## src/rtl/dcr_pkg.sv

```systemverilog
package dcr_pkg;
    localparam logic MODE_SERIAL   = 1'b0;
    localparam logic MODE_PARALLEL = 1'b1;

    // sampled control inputs
    typedef struct packed {
        logic mode;
        logic en;
        logic sclk;
        logic sdat;
    } ctl_t;

    localparam int CTL_W = $bits(ctl_t);

    // edge detector history
    typedef struct packed {
        logic en_prev;
        logic sclk_prev;
    } edge_st_t;
endpackage

```

## src/rtl/dcr_sync.sv

```systemverilog
module dcr_sync #(
    parameter int W      = 4,
    parameter int STAGES = 2
) (
    input  logic         clk,
    input  logic         rst,
    input  logic [W-1:0] din,
    output logic [W-1:0] dout
);
    logic [W-1:0] sync_d [STAGES];
    logic [W-1:0] sync_q [STAGES];

    always_comb begin
        sync_d[0] = din;
        for (int i = 1; i < STAGES; i++) begin
            sync_d[i] = sync_q[i-1];
        end
    end

    always_ff @(posedge clk) begin
        for (int i = 0; i < STAGES; i++) begin
            if (rst) sync_q[i] <= '0;
            else     sync_q[i] <= sync_d[i];
        end
    end

    assign dout = sync_q[STAGES-1];
endmodule

```

## src/rtl/dcr_ctl.sv

```systemverilog
module dcr_ctl
    import dcr_pkg::*;
(
    input  logic clk,
    input  logic rst,
    input  ctl_t ctl_s,
    output logic shift_en,
    output logic load_ser,
    output logic load_par
);
    edge_st_t st_d, st_q;
    logic sclk_rise, en_fall, serial;

    always_comb begin
        st_d.en_prev   = ctl_s.en;
        st_d.sclk_prev = ctl_s.sclk;
    end

    always_ff @(posedge clk) begin
        if (rst) st_q <= '0;
        else     st_q <= st_d;
    end

    assign serial    = (ctl_s.mode == MODE_SERIAL);
    assign sclk_rise = ctl_s.sclk & ~st_q.sclk_prev;
    assign en_fall   = st_q.en_prev & ~ctl_s.en;
    assign shift_en  = serial & ctl_s.en & sclk_rise;
    assign load_ser  = serial & en_fall;
    assign load_par  = (ctl_s.mode == MODE_PARALLEL) & ctl_s.en;

    // shifting only ever happens with enable high in serial mode
    assert_shift_gated_R7: assert property (@(posedge clk) disable iff (rst)
        shift_en |-> (ctl_s.en && serial));
    // the two load paths never fire together
    assert_load_excl_R2: assert property (@(posedge clk) disable iff (rst)
        !(load_ser && load_par));
endmodule

```

## src/rtl/dcr_shadow.sv

```systemverilog
module dcr_shadow #(
    parameter int W = 8
) (
    input  logic         clk,
    input  logic         rst,
    input  logic         shift_en,
    input  logic         sdat,
    output logic [W-1:0] shadow,
    output logic         msb
);
    typedef struct packed {
        logic [W-1:0] sr;
    } sh_st_t;

    sh_st_t st_d, st_q;

    always_comb begin
        st_d = st_q;
        if (shift_en) st_d.sr = {st_q.sr[W-2:0], sdat};
    end

    always_ff @(posedge clk) begin
        if (rst) st_q <= '0;
        else     st_q <= st_d;
    end

    assign shadow = st_q.sr;
    assign msb    = st_q.sr[W-1];

    assert_shift_in_R5: assert property (@(posedge clk) disable iff (rst)
        shift_en |=> (shadow[0] == $past(sdat)) &&
                     (shadow[W-1:1] == $past(shadow[W-2:0])));
    assert_no_shift_R7: assert property (@(posedge clk) disable iff (rst)
        !shift_en |=> $stable(shadow));
endmodule

```

## src/rtl/dcr_active.sv

```systemverilog
module dcr_active #(
    parameter int W = 8
) (
    input  logic         clk,
    input  logic         rst,
    input  logic         load_par,
    input  logic         load_ser,
    input  logic [W-1:0] pbus,
    input  logic [W-1:0] shadow,
    output logic [W-1:0] code
);
    typedef struct packed {
        logic [W-1:0] code;
    } act_st_t;

    act_st_t st_d, st_q;

    always_comb begin
        st_d = st_q;
        if (load_par)      st_d.code = pbus;
        else if (load_ser) st_d.code = shadow;
    end

    always_ff @(posedge clk) begin
        if (rst) st_q <= '0;
        else     st_q <= st_d;
    end

    assign code = st_q.code;

    assert_commit_R6: assert property (@(posedge clk) disable iff (rst)
        load_ser |=> (code == $past(shadow)));
    assert_hold_R4: assert property (@(posedge clk) disable iff (rst)
        (!load_par && !load_ser) |=> $stable(code));
endmodule

```

## src/rtl/delay_code_reg.sv

```systemverilog
module delay_code_reg
    import dcr_pkg::*;
#(
    parameter int CODE_W      = 8,
    parameter int SYNC_STAGES = 2
) (
    input  logic              clk,
    input  logic              rst,
    input  logic              mode_par,
    input  logic              en_in,
    input  logic              sclk_in,
    input  logic              sdata_in,
    input  logic [CODE_W-1:0] pbus_in,
    output logic [CODE_W-1:0] code_out,
    output logic              sq_out,
    output logic              sq_oe
);
    localparam int IN_W = CTL_W + CODE_W;

    logic [IN_W-1:0]   raw_in, sync_out;
    ctl_t              ctl_s;
    logic [CODE_W-1:0] pbus_s, shadow;
    logic              shift_en, load_ser, load_par;

    assign raw_in = {mode_par, en_in, sclk_in, sdata_in, pbus_in};

    dcr_sync #(.W(IN_W), .STAGES(SYNC_STAGES)) u_sync (
        .clk(clk), .rst(rst), .din(raw_in), .dout(sync_out)
    );

    assign ctl_s  = ctl_t'(sync_out[IN_W-1 -: CTL_W]);
    assign pbus_s = sync_out[CODE_W-1:0];

    dcr_ctl u_ctl (
        .clk(clk), .rst(rst), .ctl_s(ctl_s),
        .shift_en(shift_en), .load_ser(load_ser), .load_par(load_par)
    );

    dcr_shadow #(.W(CODE_W)) u_shadow (
        .clk(clk), .rst(rst), .shift_en(shift_en), .sdat(ctl_s.sdat),
        .shadow(shadow), .msb(sq_out)
    );

    dcr_active #(.W(CODE_W)) u_active (
        .clk(clk), .rst(rst), .load_par(load_par), .load_ser(load_ser),
        .pbus(pbus_s), .shadow(shadow), .code(code_out)
    );

    assign sq_oe = (ctl_s.mode == MODE_SERIAL);

    assert_reset_R1: assert property (@(posedge clk)
        rst |=> (code_out == '0) && (sq_out == 1'b0));
    assert_par_follow_R3: assert property (@(posedge clk) disable iff (rst)
        (ctl_s.mode == MODE_PARALLEL && ctl_s.en) |=> (code_out == $past(pbus_s)));
    assert_ser_hold_R6: assert property (@(posedge clk) disable iff (rst)
        (ctl_s.mode == MODE_SERIAL && ctl_s.en) |=> $stable(code_out));
    always_comb begin
        if (!rst) assert_oe_mode_R2: assert (sq_oe != ctl_s.mode);
    end
endmodule

```

## config.mk

```make
export PLATFORM = sky130hd
export DESIGN_NAME = delay_code_reg
export DESIGN_NICKNAME = d
export VERILOG_FILES = /design/src/rtl/dcr_pkg.sv /design/src/rtl/dcr_sync.sv /design/src/rtl/dcr_ctl.sv /design/src/rtl/dcr_shadow.sv /design/src/rtl/dcr_active.sv /design/src/rtl/delay_code_reg.sv
export SDC_FILE = /design/constraint.sdc
export NUM_CORES = 1
export LEC_CHECK = 0
export CAP_MARGIN = 20
export CORE_UTILIZATION = 48
export CTS_BUF_LIST = sky130_fd_sc_hd__clkbuf_2 sky130_fd_sc_hd__clkbuf_4 sky130_fd_sc_hd__clkbuf_8
export DETAILED_ROUTE_END_ITERATION = 16
export PLACE_DENSITY = 0.83
export SLEW_MARGIN = 20
export SYNTH_ARGS = -nofsm -noshare
export SYNTH_HDL_FRONTEND = slang
export SYNTH_SLANG_ARGS = --single-unit
```

## constraint.sdc

```tcl
create_clock -name clk -period 1.05 [get_ports clk]
set_input_delay 0.21 -clock clk [delete_from_list [all_inputs] [get_ports clk]]
set_output_delay 0.21 -clock clk [all_outputs]
set_load 0.01 [all_outputs]
```

==> After elaboration in Yosys (flattened, before gate mapping) <==
Memories as Yosys holds them, arrays and structs flattened.
Index checks and enable logic that the tools add are counted.
{ "op_classes": {"n_shift": 0, "div": 0, "add_sub_neg": 0, "n_mux": 7, "n_lt_le_gt_ge": 0, "reduce_logical": 1, "n_mul": 0, "n_bitwise": 11, "n_eq_ne": 0} }
{ "ops": {"columns": ["operator", "count"], "rows": [
  ["$mux 12", 2],
  ["$mux 8", 2],
  ["$and 1x1->1", 6],
  ["$mux 1", 3],
  ["$not 1->1", 3],
  ["$or 1x1->1", 2],
  ["$reduce_bool 2->1", 1]
]} }
{ "word_totals": {"rom_bits": 0, "latchBits": 0, "mem_bits_rw": 24, "out_inout_bits": 10, "ff_bits": 18, "mem_count": 1, "inputBits": 14, "wordCells": 24} }
{ "memory_table": {"columns": ["name", "words", "word_bits", "rd", "rd_ports_with_merged_regs", "wr", "line", "text"], "rows": [
  ["u_sync.sync_q", 2, 12, 2, 0, 2, "dcr_sync.sv:11", "logic [W-1:0] sync_q [STAGES];"]
]} }

==> Depth between registers and ports, before layout <==
{ "logic_depth": {"depth_word": 5, "depth_mapped": 4, "ltp_nobuf": 3} }

==> Hierarchy <==
Synthesis repeated with hierarchy kept, for this count alone.
{ "unflattened": {"cells_unflattened": 120, "area_unflattened_um2": 1438.9} }
{ "modules_own_cells": {"columns": ["mod", "area_each_um2", "seq_area_each_um2", "cells_each", "n_inst"], "rows": [
  ["dcr_sync", 693.2, 480.5, 50, 1],
  ["dcr_active", 369.1, 160.2, 35, 1],
  ["dcr_shadow", 292.8, 160.2, 27, 1],
  ["dcr_ctl", 80.1, 40.0, 7, 1],
  ["delay_code_reg", 3.8, 0.0, 1, 1]
]} }

==> Worst setup path after synthesis <==
OpenSTA, ideal clock, no wires.
{ "synth_path": {"kind": "register to register", "from": "memory u_sync.sync_q[1][10] (netlist bit)", "to": "register u_shadow.st_q, in the netlist u_shadow.shadow[0]", "required_ns": 0.922, "path_stages_with_launch": 5, "n_path_buf": 1, "path_slack_ns": -0.074, "setup_time_ns": 0.128, "period_less_slack_ns": 1.124, "t_arrival_ns": 0.997, "path_cell_list": "dfxtp_1 -> and4bb_2 -> buf_6 -> mux2i_1 -> nor2_1"} }
{ "synth_rtl": {"columns": ["item", "line", "text"], "rows": [
  ["start: declaration", "dcr_sync.sv:11", null],
  ["end signal: assignment", "dcr_shadow.sv:24", "else st_q <= st_d;"],
  ["end: declaration", "dcr_shadow.sv:15", "sh_st_t st_d, st_q;"]
]} }

==> flow_metrics.env <==
export IMPL_drt_iter0_markers=14
export IMPL_slew_headroom=0.8658
export IMPL_insertion_delay_ps=340
export IMPL_cts_htree_levels=2
export IMPL_layout_common_cells="31 x dfxtp_1, 26 x nor2b_1, 16 x nor2_1, 13 x clkdlybuf4s50_1, 12 x nand2_1"
export IMPL_utilization=0.6879
export IMPL_core_area_sq_um=2590
export IMPL_grt_pass1_wl_mm=3.926
export IMPL_worstReg2RegStart="u_sync.sync_q[1][11]"
export IMPL_num_vias=969
export IMPL_area_delta_synth_final_pct=30.76
export IMPL_synth_seq_cells=42
export IMPL_synth_top_cell_area_share=0.6171
export IMPL_ys_types=15
export IMPL_rsz0062_at_grt="true"
export IMPL_die_area_sq_um=3056
export IMPL_synth_cells=128
export IMPL_ant_nets=0
export IMPL_ir_drop_uv=1467
export IMPL_netlist_area_sq_um=1363
export IMPL_die_w_microns=55.28
export IMPL_crit_start="u_sync.sync_q[1][11]"
export IMPL_post_drt_wl_per_cell_microns=12.39
export IMPL_fp_dieH_microns=55.28
export IMPL_hpwl_mm=1.488
export IMPL_cts_sinks=42
export IMPL_yosys_top_cells_area="dfxtp_1 62%, nor2b_1 12%, mux2i_1 5.9%"
export IMPL_port_buffers=23
export IMPL_cts_tree="yes"
export IMPL_yosysTopAreaCell="dfxtp_1"
export IMPL_crit_arrival_ps=1420
export IMPL_drv_slew=0
export IMPL_grt_pass1_vias=955
export IMPL_viasPerCell=5.021
export IMPL_gr_total_overflow=0
export IMPL_clock_fmax_ghz=0.8416
export IMPL_antenna_found_initial=0
export IMPL_yosysSeqAreaShare=0.6171
export IMPL_ioPinCount=24
export IMPL_min_period_over_period=1.132
export IMPL_cap_violations=0
export IMPL_clockRootBuffer="clkbuf_4"
export IMPL_wirelength_mm=2.391
export IMPL_finalWorstSetupSlack_ps=-138.3
export IMPL_drive_above_1_share=0.3129
export IMPL_cp_endpoint="u_shadow.shadow[7]"
export IMPL_path_clk_slew_ps=110
export IMPL_grt_max_degree=37
export IMPL_hp_start="en_in"
export IMPL_worstSetupPathType="flop to flop"
export IMPL_ctsHoldBuffers=0
export IMPL_track_usage=0.1663
export IMPL_ys_warn_count=0
export IMPL_required_ps=1280
export IMPL_ff2ff_path_depth=3
export IMPL_cts_max_path_buffers=2
export IMPL_cts_made_buffers=5
export IMPL_clock_skew_ps=6.921
export IMPL_cp_start_kind="flop"
export IMPL_num_rows=18
export IMPL_initial_core_util=0.5261
export IMPL_finalHoldViolCount=0
export IMPL_static_leakage_power_nw=0.7142
export IMPL_tightest_slew_ps=199.9
export IMPL_synth_fp_nets=142
export IMPL_rr_endpoint="u_shadow.shadow[7]"
export IMPL_hold_path_class="input pin to flop"
export IMPL_period_needed_ps=1188
export IMPL_drcViolationCount=0
export IMPL_antenna_cells=0
export IMPL_reg2reg_slack_ps=-140
export IMPL_avgSynthCellArea_sq_um=10.64
export IMPL_dr_pass1_iters=4
export IMPL_final_common_cell="dfxtp_1"
export IMPL_p_per_area_nw_per_um2=1478
export IMPL_crit_fanout=8
export IMPL_status="finished with violations"
export IMPL_violations="setup timing"
export IMPL_final_setup_tns_ps=-1650
export IMPL_cp_end_kind="flop"
export IMPL_place_gp_congestion=0.7106
export IMPL_setup_viol=17
export IMPL_fin_nets=176
## repair_timing
action / CTS / global route
endpoints found under the setup margin: 26 / 23
buffers inserted: 4 / 4
pin swaps: 17 / 11
endpoints found under the hold margin: 0 / 0
gates resized for setup: 55 / 10
## cell type report
type | instances | area (sq um)
fillers | 197 | 808.3
clock buffers | 7 | 58.81
well taps | 30 | 37.54
clock inverters | 1 | 5.005
flip-flops and latches | 42 | 859.6
repair buffers | 34 | 297.8
multi-input cells | 78 | 519.2
inverters | 1 | 3.754
## metrics by stage
step                area [sq um]  std cells  worst slack (ps)  power, mW  hold WS (ps)
global route                1782        193            -172.4      2.745         401.8
floorplan                   1369        128            -49.94      1.758         281.6
finish                      1782        193            -138.3      2.633         405.1
global placement            1629        177            -124.6      1.831         418.7
detailed placement          1629        177            -198.5      1.837         422.6
CTS                         1703        189            -145.9      2.643         393.4
## how the worst min path moves through the flow
stage / endpoint / cells after the start / slack, ps
after floorplan: u_ctl.st_q[1] / 1 / 280
after global placement: u_sync.sync_q[1][9] / 1 / 420
after detailed placement: u_sync.sync_q[1][2] / 1 / 420
after CTS: u_sync.sync_q[0][10] / 2 / 390
after global routing: u_sync.sync_q[0][3] / 2 / 400
final: u_sync.sync_q[0][10] / 2 / 410
## report_power, final
part,total (mW),switching [mW],internal (mW)
Clock,0.822,0.471,0.351
Combinational,0.155,0.0572,0.0976
Sequential,1.66,0.0176,1.64
## worst max-delay path, stage by stage (launching register included)
cell and delay, ps:
dfxtp_4 380, and4bb_4 420, mux2i_1 230, nor2_1 60
## logic make-up after synthesis
family / synth area share
simple gates: 0.2415
compound gates: 0.05143
mux: 0.05877
flops: 0.6171
buf+inv: 0.03121
## cell usage after synthesis
library cell and n:
buf_2 1, inv_1 1, clkbuf_1 4, buf_4 1, or3b_1 1, dfxtp_1 42
nand2_2 1, mux2i_1 8, nor2b_1 26, and4bb_2 1, nand2_1 16, a311oi_1 8
nor2_1 16, nor3b_4 1, buf_6 1
## metal layers
metal  part of all wire  global-route usage
met1               0.41              0.1744
met2               0.51              0.2840
met3              0.043             0.05386
met4              0.031              0.1071
met5                  0                   0
## flip-flops by register name, indices dropped and copies added, names as in the netlist
| register | cells |
|---|---|
| u_active.code | 8 |
| u_sync.sync_q | 24 |
| u_ctl.st_q | 2 |
| u_shadow.shadow | 8 |
Note: power is estimated with default switching activity, not from simulation.
